$ cat config.mk
export PLATFORM = sky130hd
export DESIGN_NAME = aud_serial_rx
export DESIGN_NICKNAME = d
export VERILOG_FILES = /design/src/rtl/aud_rx_pkg.sv /design/src/rtl/aud_rx_sync_edge.sv /design/src/rtl/aud_rx_capture.sv /design/src/rtl/aud_rx_pair.sv /design/src/rtl/aud_serial_rx.sv
export SDC_FILE = /design/constraint.sdc
export NUM_CORES = 1
export LEC_CHECK = 0
export BUFFER_PORTS_ARGS = -buffer_cell sky130_fd_sc_hd__buf_2
export CAP_MARGIN = 10
export CORE_ASPECT_RATIO = 0.9
export CORE_MARGIN = 2
export CORE_UTILIZATION = 25
export DETAILED_ROUTE_END_ITERATION = 16
export PLACE_DENSITY_LB_ADDON = 0.15
export SYNTH_ARGS = -nofsm -noshare
export SYNTH_HDL_FRONTEND = slang
export SYNTH_HIERARCHICAL = 1
export SYNTH_SLANG_ARGS = --single-unit
$ cat constraint.sdc
create_clock -name clk -period 3.65 [get_ports clk]
set_clock_uncertainty 0.15 [all_clocks]
set_input_delay 0.365 -clock clk [delete_from_list [all_inputs] [get_ports clk]]
set_output_delay 0.365 -clock clk [all_outputs]
set_load 0.02 [all_outputs]
$ cat src/rtl/aud_rx_pkg.sv
package aud_rx_pkg;

  localparam int SAMPLE_W = 24;

  typedef enum logic [2:0] {
    FMT_LSB16 = 3'd0,
    FMT_LSB20 = 3'd1,
    FMT_MSB24 = 3'd2,
    FMT_I2S   = 3'd3,
    FMT_LSB24 = 3'd4
  } fmt_e;

  // Unused codes fold onto the left-aligned 24-bit framing.
  function automatic fmt_e norm_fmt(input logic [2:0] code);
    case (code)
      3'd0:    return FMT_LSB16;
      3'd1:    return FMT_LSB20;
      3'd3:    return FMT_I2S;
      3'd4:    return FMT_LSB24;
      default: return FMT_MSB24;
    endcase
  endfunction

  function automatic logic is_right_aligned(input fmt_e f);
    return (f == FMT_LSB16) || (f == FMT_LSB20) || (f == FMT_LSB24);
  endfunction

  // Word-clock level that marks the left channel.
  function automatic logic left_level(input fmt_e f);
    return (f == FMT_I2S) ? 1'b0 : 1'b1;
  endfunction

  // Take the tail of the shift history and sign-extend it to full width.
  function automatic logic [SAMPLE_W-1:0] tail_word(input logic [SAMPLE_W-1:0] hist,
                                                    input fmt_e f);
    case (f)
      FMT_LSB16: return {{(SAMPLE_W-16){hist[15]}}, hist[15:0]};
      FMT_LSB20: return {{(SAMPLE_W-20){hist[19]}}, hist[19:0]};
      default:   return hist;
    endcase
  endfunction

endpackage

$ cat src/rtl/aud_rx_sync_edge.sv
module aud_rx_sync_edge #(
  parameter int STAGES = 2
) (
  input  logic clk,
  input  logic rst_n,
  input  logic bclk_in,
  input  logic wclk_in,
  input  logic sdata_in,
  output logic bclk_rise,
  output logic lr_bit,
  output logic sd_bit
);
  localparam int NSIG = 3;

  logic [NSIG-1:0] raw;
  logic [NSIG-1:0] synced;
  logic            bclk_prev;

  assign raw = {bclk_in, wclk_in, sdata_in};

  generate
    for (genvar s = 0; s < NSIG; s++) begin : g_sync
      logic [STAGES-1:0] pipe;
      always_ff @(posedge clk or negedge rst_n) begin
        if (!rst_n) pipe <= '0;
        else        pipe <= {pipe[STAGES-2:0], raw[s]};
      end
      assign synced[s] = pipe[STAGES-1];
    end
  endgenerate

  always_ff @(posedge clk or negedge rst_n) begin
    if (!rst_n) bclk_prev <= 1'b0;
    else        bclk_prev <= synced[2];
  end

  assign bclk_rise = synced[2] & ~bclk_prev;
  assign lr_bit    = synced[1];
  assign sd_bit    = synced[0];

endmodule

$ cat src/rtl/aud_rx_capture.sv
module aud_rx_capture
  import aud_rx_pkg::*;
#(
  parameter int W = SAMPLE_W
) (
  input  logic         clk,
  input  logic         rst_n,
  input  logic         bclk_rise,
  input  logic         lr_bit,
  input  logic         sd_bit,
  input  fmt_e         fmt,
  output logic         word_done,
  output logic         word_is_left,
  output logic [W-1:0] word_data
);
  localparam int POS_W = $clog2(W + 2);
  localparam int IDX_W = $clog2(W);
  localparam logic [POS_W-1:0] POS_END  = POS_W'(W);
  localparam logic [POS_W-1:0] POS_IDLE = POS_W'(W + 1);

  logic             seen, started, prev_lr;
  logic [W-1:0]     hist, acc, acc_next;
  logic [POS_W-1:0] pos, cur_pos, pos_next, idx;
  logic             lr_change;

  assign lr_change = seen && (lr_bit != prev_lr);

  always_comb begin
    cur_pos  = lr_change ? ((fmt == FMT_I2S) ? '0 : POS_W'(1)) : pos;
    acc_next = lr_change ? '0 : acc;
    idx      = POS_END - cur_pos;
    if (cur_pos != '0 && cur_pos <= POS_END)
      acc_next[idx[IDX_W-1:0]] = sd_bit;
    pos_next = (cur_pos > POS_END) ? cur_pos : cur_pos + POS_W'(1);
  end

  always_ff @(posedge clk or negedge rst_n) begin
    if (!rst_n) begin
      seen         <= 1'b0;
      started      <= 1'b0;
      prev_lr      <= 1'b0;
      hist         <= '0;
      acc          <= '0;
      pos          <= POS_IDLE;
      word_done    <= 1'b0;
      word_is_left <= 1'b0;
      word_data    <= '0;
    end else begin
      word_done <= bclk_rise && lr_change && started;
      if (bclk_rise) begin
        seen    <= 1'b1;
        prev_lr <= lr_bit;
        hist    <= {hist[W-2:0], sd_bit};
        acc     <= acc_next;
        pos     <= pos_next;
        started <= started | lr_change;
        if (lr_change) begin
          word_data    <= is_right_aligned(fmt) ? tail_word(hist, fmt) : acc;
          word_is_left <= (prev_lr == left_level(fmt));
        end
      end
    end
  end

endmodule

$ cat src/rtl/aud_rx_pair.sv
module aud_rx_pair #(
  parameter int W = 24
) (
  input  logic         clk,
  input  logic         rst_n,
  input  logic         word_done,
  input  logic         word_is_left,
  input  logic [W-1:0] word_data,
  output logic [W-1:0] left_sample,
  output logic [W-1:0] right_sample,
  output logic         pair_valid
);
  logic [W-1:0] left_hold;
  logic         have_left;

  always_ff @(posedge clk or negedge rst_n) begin
    if (!rst_n) begin
      left_hold    <= '0;
      have_left    <= 1'b0;
      left_sample  <= '0;
      right_sample <= '0;
      pair_valid   <= 1'b0;
    end else begin
      pair_valid <= 1'b0;
      if (word_done) begin
        if (word_is_left) begin
          left_hold <= word_data;
          have_left <= 1'b1;
        end else if (have_left) begin
          left_sample  <= left_hold;
          right_sample <= word_data;
          pair_valid   <= 1'b1;
          have_left    <= 1'b0;
        end
      end
    end
  end

endmodule

$ cat src/rtl/aud_serial_rx.sv
module aud_serial_rx
  import aud_rx_pkg::*;
#(
  parameter int SYNC_STAGES = 2
) (
  input  logic                clk,
  input  logic                rst_n,
  input  logic [2:0]          fmt_sel,
  input  logic                bclk_in,
  input  logic                wclk_in,
  input  logic                sdata_in,
  output logic [SAMPLE_W-1:0] left_sample,
  output logic [SAMPLE_W-1:0] right_sample,
  output logic                pair_valid
);
  logic                bclk_rise, lr_bit, sd_bit;
  logic                word_done, word_is_left;
  logic [SAMPLE_W-1:0] word_data;
  fmt_e                fmt_n;

  assign fmt_n = norm_fmt(fmt_sel);

  aud_rx_sync_edge #(.STAGES(SYNC_STAGES)) u_sync (
    .clk(clk), .rst_n(rst_n), .bclk_in(bclk_in), .wclk_in(wclk_in),
    .sdata_in(sdata_in), .bclk_rise(bclk_rise), .lr_bit(lr_bit), .sd_bit(sd_bit)
  );

  aud_rx_capture #(.W(SAMPLE_W)) u_cap (
    .clk(clk), .rst_n(rst_n), .bclk_rise(bclk_rise), .lr_bit(lr_bit),
    .sd_bit(sd_bit), .fmt(fmt_n), .word_done(word_done),
    .word_is_left(word_is_left), .word_data(word_data)
  );

  aud_rx_pair #(.W(SAMPLE_W)) u_pair (
    .clk(clk), .rst_n(rst_n), .word_done(word_done), .word_is_left(word_is_left),
    .word_data(word_data), .left_sample(left_sample),
    .right_sample(right_sample), .pair_valid(pair_valid)
  );

endmodule

* Word-level counts from Yosys, hierarchy flattened
Cells that the tools add are included.
** Word-level totals
- Bits of input ports :: 8
- Bits in registers :: 163
- Logic and storage cells :: 65
** Cells by class
- Bitwise gates (word level) :: 4
- Multiplexer cells :: 16
- Add/subtract/negate cells :: 2
- Eq/ne operators :: 8
- Reduce and logical (&&, ||, !) cells :: 13
- Magnitude comparators :: 4
** Operators by type and width (count)
- two-way mux 24 bit :: 3
- case mux 24 bit (2 select lines) :: 1
- bitwise mux 24 bit :: 1
- case mux 3 bit (4 select lines) :: 1
- two-way mux 5 bit :: 2
- two-way mux 1 bit :: 7
- equality test 3 x 1 -> 1 bit, second input constant :: 2
- equality test 3 x 2 -> 1 bit, second input constant :: 2
- equality test 3 bit, second input constant :: 2
- logical NOT 3 bit :: 2
- < comparator 5 x 6 -> 1 bit, second input constant :: 1
- adder 5 x 1 -> 5 bit, second input constant :: 1
- demux 1 bit (select 5 bit) :: 1
- >= comparator 5 x 1 -> 1 bit, second input constant :: 1
- greater-than comparator 5 bit, second input constant :: 1
- <= comparator 5 bit, second input constant :: 1
- logical AND 1 bit :: 5
- nonzero test 5 bit :: 1
- subtractor 5 bit, first input constant :: 1
- AND reduction 2 bit :: 2
- AND reduction 3 bit :: 1
- logical OR 1 bit :: 2
- inverter 1 bit :: 2
- bitwise AND 1 bit :: 1
- 3 further kinds :: 3

* Longest topological paths before layout
- Word-level depth :: 12
- Depth in mapped cells :: 12

* By module
Netlist, hierarchy kept.
** Modules (own cells, without submodules)
- aud_rx_capture :: times used 1, area an instance 4176.5 µm², cells each 393, seq. area each 2055.7 µm²
- aud_rx_pair :: times used 1, area an instance 2782.7 µm², cells each 158, seq. area each 1851.8 µm²
- aud_rx_sync_edge :: times used 1, area an instance 188.9 µm², cells each 8, seq. area each 175.2 µm²
- aud_serial_rx :: times used 1, area an instance 30.0 µm², cells each 3, seq. area each 0.0 µm²

* Worst setup path after synthesis
No wires, ideal clock.
- Path kind :: input -> register
- From :: input fmt_sel[0]
- To :: register u_cap.acc[22]
- Data arrival time :: 2785 ps
- Path slack :: 594 ps
- Stages :: 11
- Data required time :: 3378 ps
- Path through :: nor3b_2 > and3b_2 > a21oi_1 > inv_1 > ha_1 > buf_2 > nor2_1 > o221ai_1 > a211oi_1 > nand2_1 > a32o_1
** Between the ends
- Word-level cells in the longest chain between the ends :: 12
- Elaborated cells on any way between the ends :: 19
- Those cells by class :: add/sub (1); order compare (3); eq/ne (4); mux (7); reduce/logical (4)
** RTL lines
- start, declared :: line aud_serial_rx.sv:8 : input logic [2:0] fmt_sel,
- equality test 3 bit, or another cell as far along :: line aud_rx_pkg.sv:15 : case (code)
- case mux 3 bit (4 select lines) (*) :: line aud_rx_pkg.sv:15
- equality test 3 x 2 -> 1 bit (*) :: line aud_rx_capture.sv:29 : cur_pos = lr_change ? ((fmt == FMT_I2S) ? '0 : POS_W'(1)) : pos;
- two-way mux 1 bit (*) :: line aud_rx_capture.sv:29
- two-way mux 5 bit (*) :: line aud_rx_capture.sv:29
- subtractor 5 bit :: line aud_rx_capture.sv:31 : idx = POS_END - cur_pos;
- < comparator 5 x 6 -> 1 bit (implied by the code) or >= comparator 5 x 1 -> 1 bit (tied branches) :: line aud_rx_capture.sv:33 : acc_next[idx[IDX_W-1:0]] = sd_bit;
- logical AND 1 bit (implied by the code) :: line aud_rx_capture.sv:33
- two-way mux 1 bit (implied by the code) :: line aud_rx_capture.sv:33
- demux 1 bit (select 5 bit)
- bitwise mux 24 bit :: line aud_rx_capture.sv:33
- two-way mux 24 bit (*) :: line aud_rx_capture.sv:32 : if (cur_pos != '0 && cur_pos <= POS_END)
- end signal, assigned :: line aud_rx_capture.sv:54 : acc <= acc_next;
- end, declared :: line aud_rx_capture.sv:22 : logic [W-1:0] hist, acc, acc_next;
Mark *: on every way between the ends. The rest lies on a longest branch, timed or not.
A chain may end at the register's enable or synchronous reset.

* Final worst setup path
- From :: register u_cap.prev_lr
- To :: register u_cap.acc[7]
** Between the ends
- Word-level cells in the longest chain between the ends :: 10
- Elaborated cells on any way between the ends :: 15
- Those cells by class :: add/sub (1); order compare (3); eq/ne (1); mux (6); reduce/logical (4)
** RTL lines
- start, declared :: line aud_rx_capture.sv:21 : logic seen, started, prev_lr;
- start signal, assigned :: line aud_rx_capture.sv:52 : prev_lr <= lr_bit;
- inequality test 1 bit (*) :: line aud_rx_capture.sv:26 : assign lr_change = seen && (lr_bit != prev_lr);
- logical AND 1 bit (*) :: line aud_rx_capture.sv:26
- two-way mux 5 bit :: line aud_rx_capture.sv:29
- subtractor 5 bit :: line aud_rx_capture.sv:31
- < comparator 5 x 6 -> 1 bit (implied by the code) or >= comparator 5 x 1 -> 1 bit (tied branches) :: line aud_rx_capture.sv:33
- logical AND 1 bit (implied by the code) :: line aud_rx_capture.sv:33
- two-way mux 1 bit (implied by the code) :: line aud_rx_capture.sv:33
- demux 1 bit (select 5 bit)
- bitwise mux 24 bit :: line aud_rx_capture.sv:33
- two-way mux 24 bit (*) :: line aud_rx_capture.sv:32
Marked as above.

==> flow_summary.yaml <==
run_status:
  status: "finished clean"
logic_synthesis:
  synth_edf_count: 0
  ys_ff_latch: 163
  syn_area_per_cell_sq_um: 12.8
  synth_cells: 562
  synth_ff_type: "dfrtp_1"
  synth-warning-count: 6
  synthDistinctLibCells: 58
  ys_seq_area_share_pct: 56.9
  syn-cell-area_sq_um: 7180
  syn_nets: 575
  synthArstFlopShare_pct: 100
global_route:
  antenna_found_initial: 0
  grt_overflow_total: 0
  grt_pass1_vias: 4569
  groute.usage.overall_pct: 10.9
  grt_pass1_wl_um: 25700
  grt_max_degree: 76
floorplanning:
  dieHeight_um: 165
  die-width_um: 183
  initial_utilization_pct: 25.6
  die-area_sq_um: 30100
  rows: 58
  core_sq_um: 28100
  io_pins: 57
finish:
  insertedDiodeCount: 0
  stdcell_area_sq_um: 8420
  nFillCells: 2838
  final_nets: 628
  area_growth_pct: 17.2
  drive_gt1_share_pct: 36.6
sta:
  maxSlewViolCount: 0
  finalHoldViolations: 0
  setup_tns_ns: 0
  final.period_utilization_pct: 88.3
  setup_viol: 0
  fmax_mhz: 310
  rsz0062_at_grt: "false"
  min_period_ns: 3.22
  worstMarginPinSlew_ns: 0.850
  fin_hold_ws_ns: 0.200
  relSlewSlack_pct: 43.0
clocking:
  root_buffer: "clkbuf_16"
  cts_tree: "done"
  cts_resized: 0
  htree_levels: 4
  clock_latency_ns: 0.42
  cts_buffer_depth: 2
  cts_buffers: 17
  cts_sinks: 163
  clk_pin_slew_ns: 0.07
setup_path:
  path_cells: "xor2_2 -> and2_2 -> a21oi_1 -> inv_1 -> ha_1 -> o21bai_1 -> a221oi_2 -> nor3_2 -> nand3_1 -> a32o_1"
  cp-end-kind: "flip-flop"
  path_class: "reg2reg"
  crit_path_top_delay_cell: "nor3_2"
  rrSetupSlack_ns: 0.43
  cp-start-kind: "flip-flop"
  critical_path.top_delay_family: "simple AND/OR/NAND/NOR gates"
  crit_buf_inv: 1
  crit_arrival_ns: 3.37
  max_stage_delay_ns: 0.74
  critPathMaxFanout: 12
  worst-endpoint-required_ns: 3.80
route:
  detail-route-antenna-nets: 0
  top_layer: "met4"
  via_per_inst: 4.57
  wl_met1_um: 7620
  dr_wl_met2_um: 6960
  vias: 4517
  routed_wl_um: 15400
  dr.pass1.iters: 7
  wire_per_inst_um: 15.6
  drt-initial-drc-count: 363
  drc: 0
  wl_met3_um: 778
placed_design:
  routabilityCongestion: 0.788
  place_hpwl_um: 10600
  placed_cell_area_sq_um: 7780
  numPortBuffers: 56
power:
  ir_drop_v: 0.000302
  power_mw: 5.65
  p_leak_nw: 4.00
  power.density_nw_per_um2: 671
run:
  maxCapViolations: 0
hold_path:
  hold_path_class: "reg2reg"
-- state kept, by name (all words and copies together) (netlist names) --
signal,cells
u_cap/word_data,24
u_sync/bclk_prev,1
u_cap/acc,24
u_cap/seen,1
u_cap/pos,5
u_cap/word_is_left,1
u_cap/word_done,1
u_pair/right_sample,24
u_pair/left_sample,24
u_cap/started,1
u_cap/hist,24
u_pair/pair_valid,1
u_sync/g_sync.pipe,6
u_pair/have_left,1
u_cap/prev_lr,1
u_pair/left_hold,24
-- cells in the mapped netlist (2+ instances only) --
cell	n	area share [%]
xnor2_1	5	0.61
o21ai_0	35	2.4
nand2b_1	8	0.70
clkbuf_1	14	0.73
nor2b_1	3	0.26
a22o_1	3	0.37
a32o_1	20	2.8
mux2_2	87	14
dfrtp_1	160	56
dfstp_2	3	1.1
a41oi_1	2	0.24
or2_2	5	0.44
buf_6	10	1.6
nor4_2	2	0.35
and3_1	2	0.17
a32o_2	4	0.63
nor2_1	9	0.47
nor3b_1	4	0.42
nand3_1	12	0.84
inv_1	7	0.37
buf_2	10	0.70
mux2i_1	17	2.4
nand2_1	57	3.0
nor3_2	5	0.70
xor2_1	2	0.24
nor3_1	4	0.28
mux2_4	9	1.9
a211oi_1	6	0.63
o22ai_1	7	0.61
ha_1	5	0.87
a21oi_1	18	1.3
-- cells in the final DEF (no fill, tap or decap), types with 2 or more instances in the layout --
cell             n
a32o_1          20
clkbuf_16       17
and3_1           2
xor2_1           2
buf_2           55
clkinv_4         2
a211oi_1         6
xnor2_1          5
dfrtp_1        160
nor3_1           4
dlygate4sd3_1    4
inv_1            7
mux2_2          87
a41oi_1          2
nor2_1           9
a22o_1           3
nor3_2           5
mux2_4           9
or2_2            5
nand2_1         56
nand2_2          2
nor3b_1          4
nor4_2           2
a21oi_1         17
nand3_1         12
inv_6            3
mux2i_1         17
inv_8            5
dfstp_2          3
clkinv_8         3
o21ai_0         35
ha_1             5
nor2b_1          3
nand2b_1         8
buf_4           11
a32o_2           4
o22ai_1          7
-- what timing repair did --
action,4_1_cts,5_1_grt
endpoints found under the hold margin,55,0
setup buffers,0,0
setup endpoints to repair,0,0
hold buffers,4,0
-- area by class of cell --
cell class | count | area (sq um) | share of cell area (%)
Tap cell | 360 | 450 | 5.35
Timing Repair Buffer | 72 | 429 | 5.10
Sequential cell | 163 | 4080 | 48.5
Clock buffer | 18 | 439 | 5.22
Multi-Input combinational cell | 354 | 2830 | 33.6
Inverter | 7 | 26.3 | 0.312
Clock inverter | 14 | 156 | 1.86
-- power breakdown --
group	total [mW]	internal [mW]	switching (mW)
registers	2.56	2.25	0.306
logic	1.31	0.598	0.715
clock network	1.78	0.939	0.838
total	5.65	3.79	1.86
-- metrics by stage --
stage	instances	util, %	setup WS, ns
after floorplan	562	-	0.594
after global placement	952	27.7	0.263
after detailed placement	952	27.7	0.286
after CTS	988	30.0	0.410
after global routing	988	30.0	0.0694
final	988	30.0	0.426
-- worst paths after layout --
path / start / to / depth (start not counted)
max: u_cap/prev_lr$_DFFE_PN0P_ / u_cap/acc[7]$_DFFE_PN0P_ / 10
min reg2reg: u_sync/g_sync[1].pipe[0]$_DFF_PN0_ / u_sync/g_sync[1].pipe[1]$_DFF_PN0_ / 0
max in group asynchronous: rst_n / u_cap/acc[13]$_DFFE_PN0P_ / 3
min: u_sync/g_sync[1].pipe[0]$_DFF_PN0_ / u_sync/g_sync[1].pipe[1]$_DFF_PN0_ / 0
max reg2reg: u_cap/prev_lr$_DFFE_PN0P_ / u_cap/acc[7]$_DFFE_PN0P_ / 10
min in group asynchronous: rst_n / u_pair/left_sample[17]$_DFFE_PN0P_ / 2
-- routing by layer --
metal,vias up,track usage (%)
met5,-,0
met4,0,3.01
met3,4,2.98
met2,109,16.7
met1,2256,15.1
li1,2148,-
-- kinds of logic (layout without fill, tap and decap cells) --
logic type / count (synthesis) / in the layout / synth area share (%)
compound gates: 105 / 105 / 10.3
xor+xnor: 8 / 8 / 1.08
fa+ha+maj: 5 / 5 / 0.872
buf+inv: 45 / 111 / 3.77
flops: 163 / 163 / 56.9
mux: 113 / 113 / 17.9
simple gates: 123 / 123 / 9.24
(Power assumes the default switching activity.)
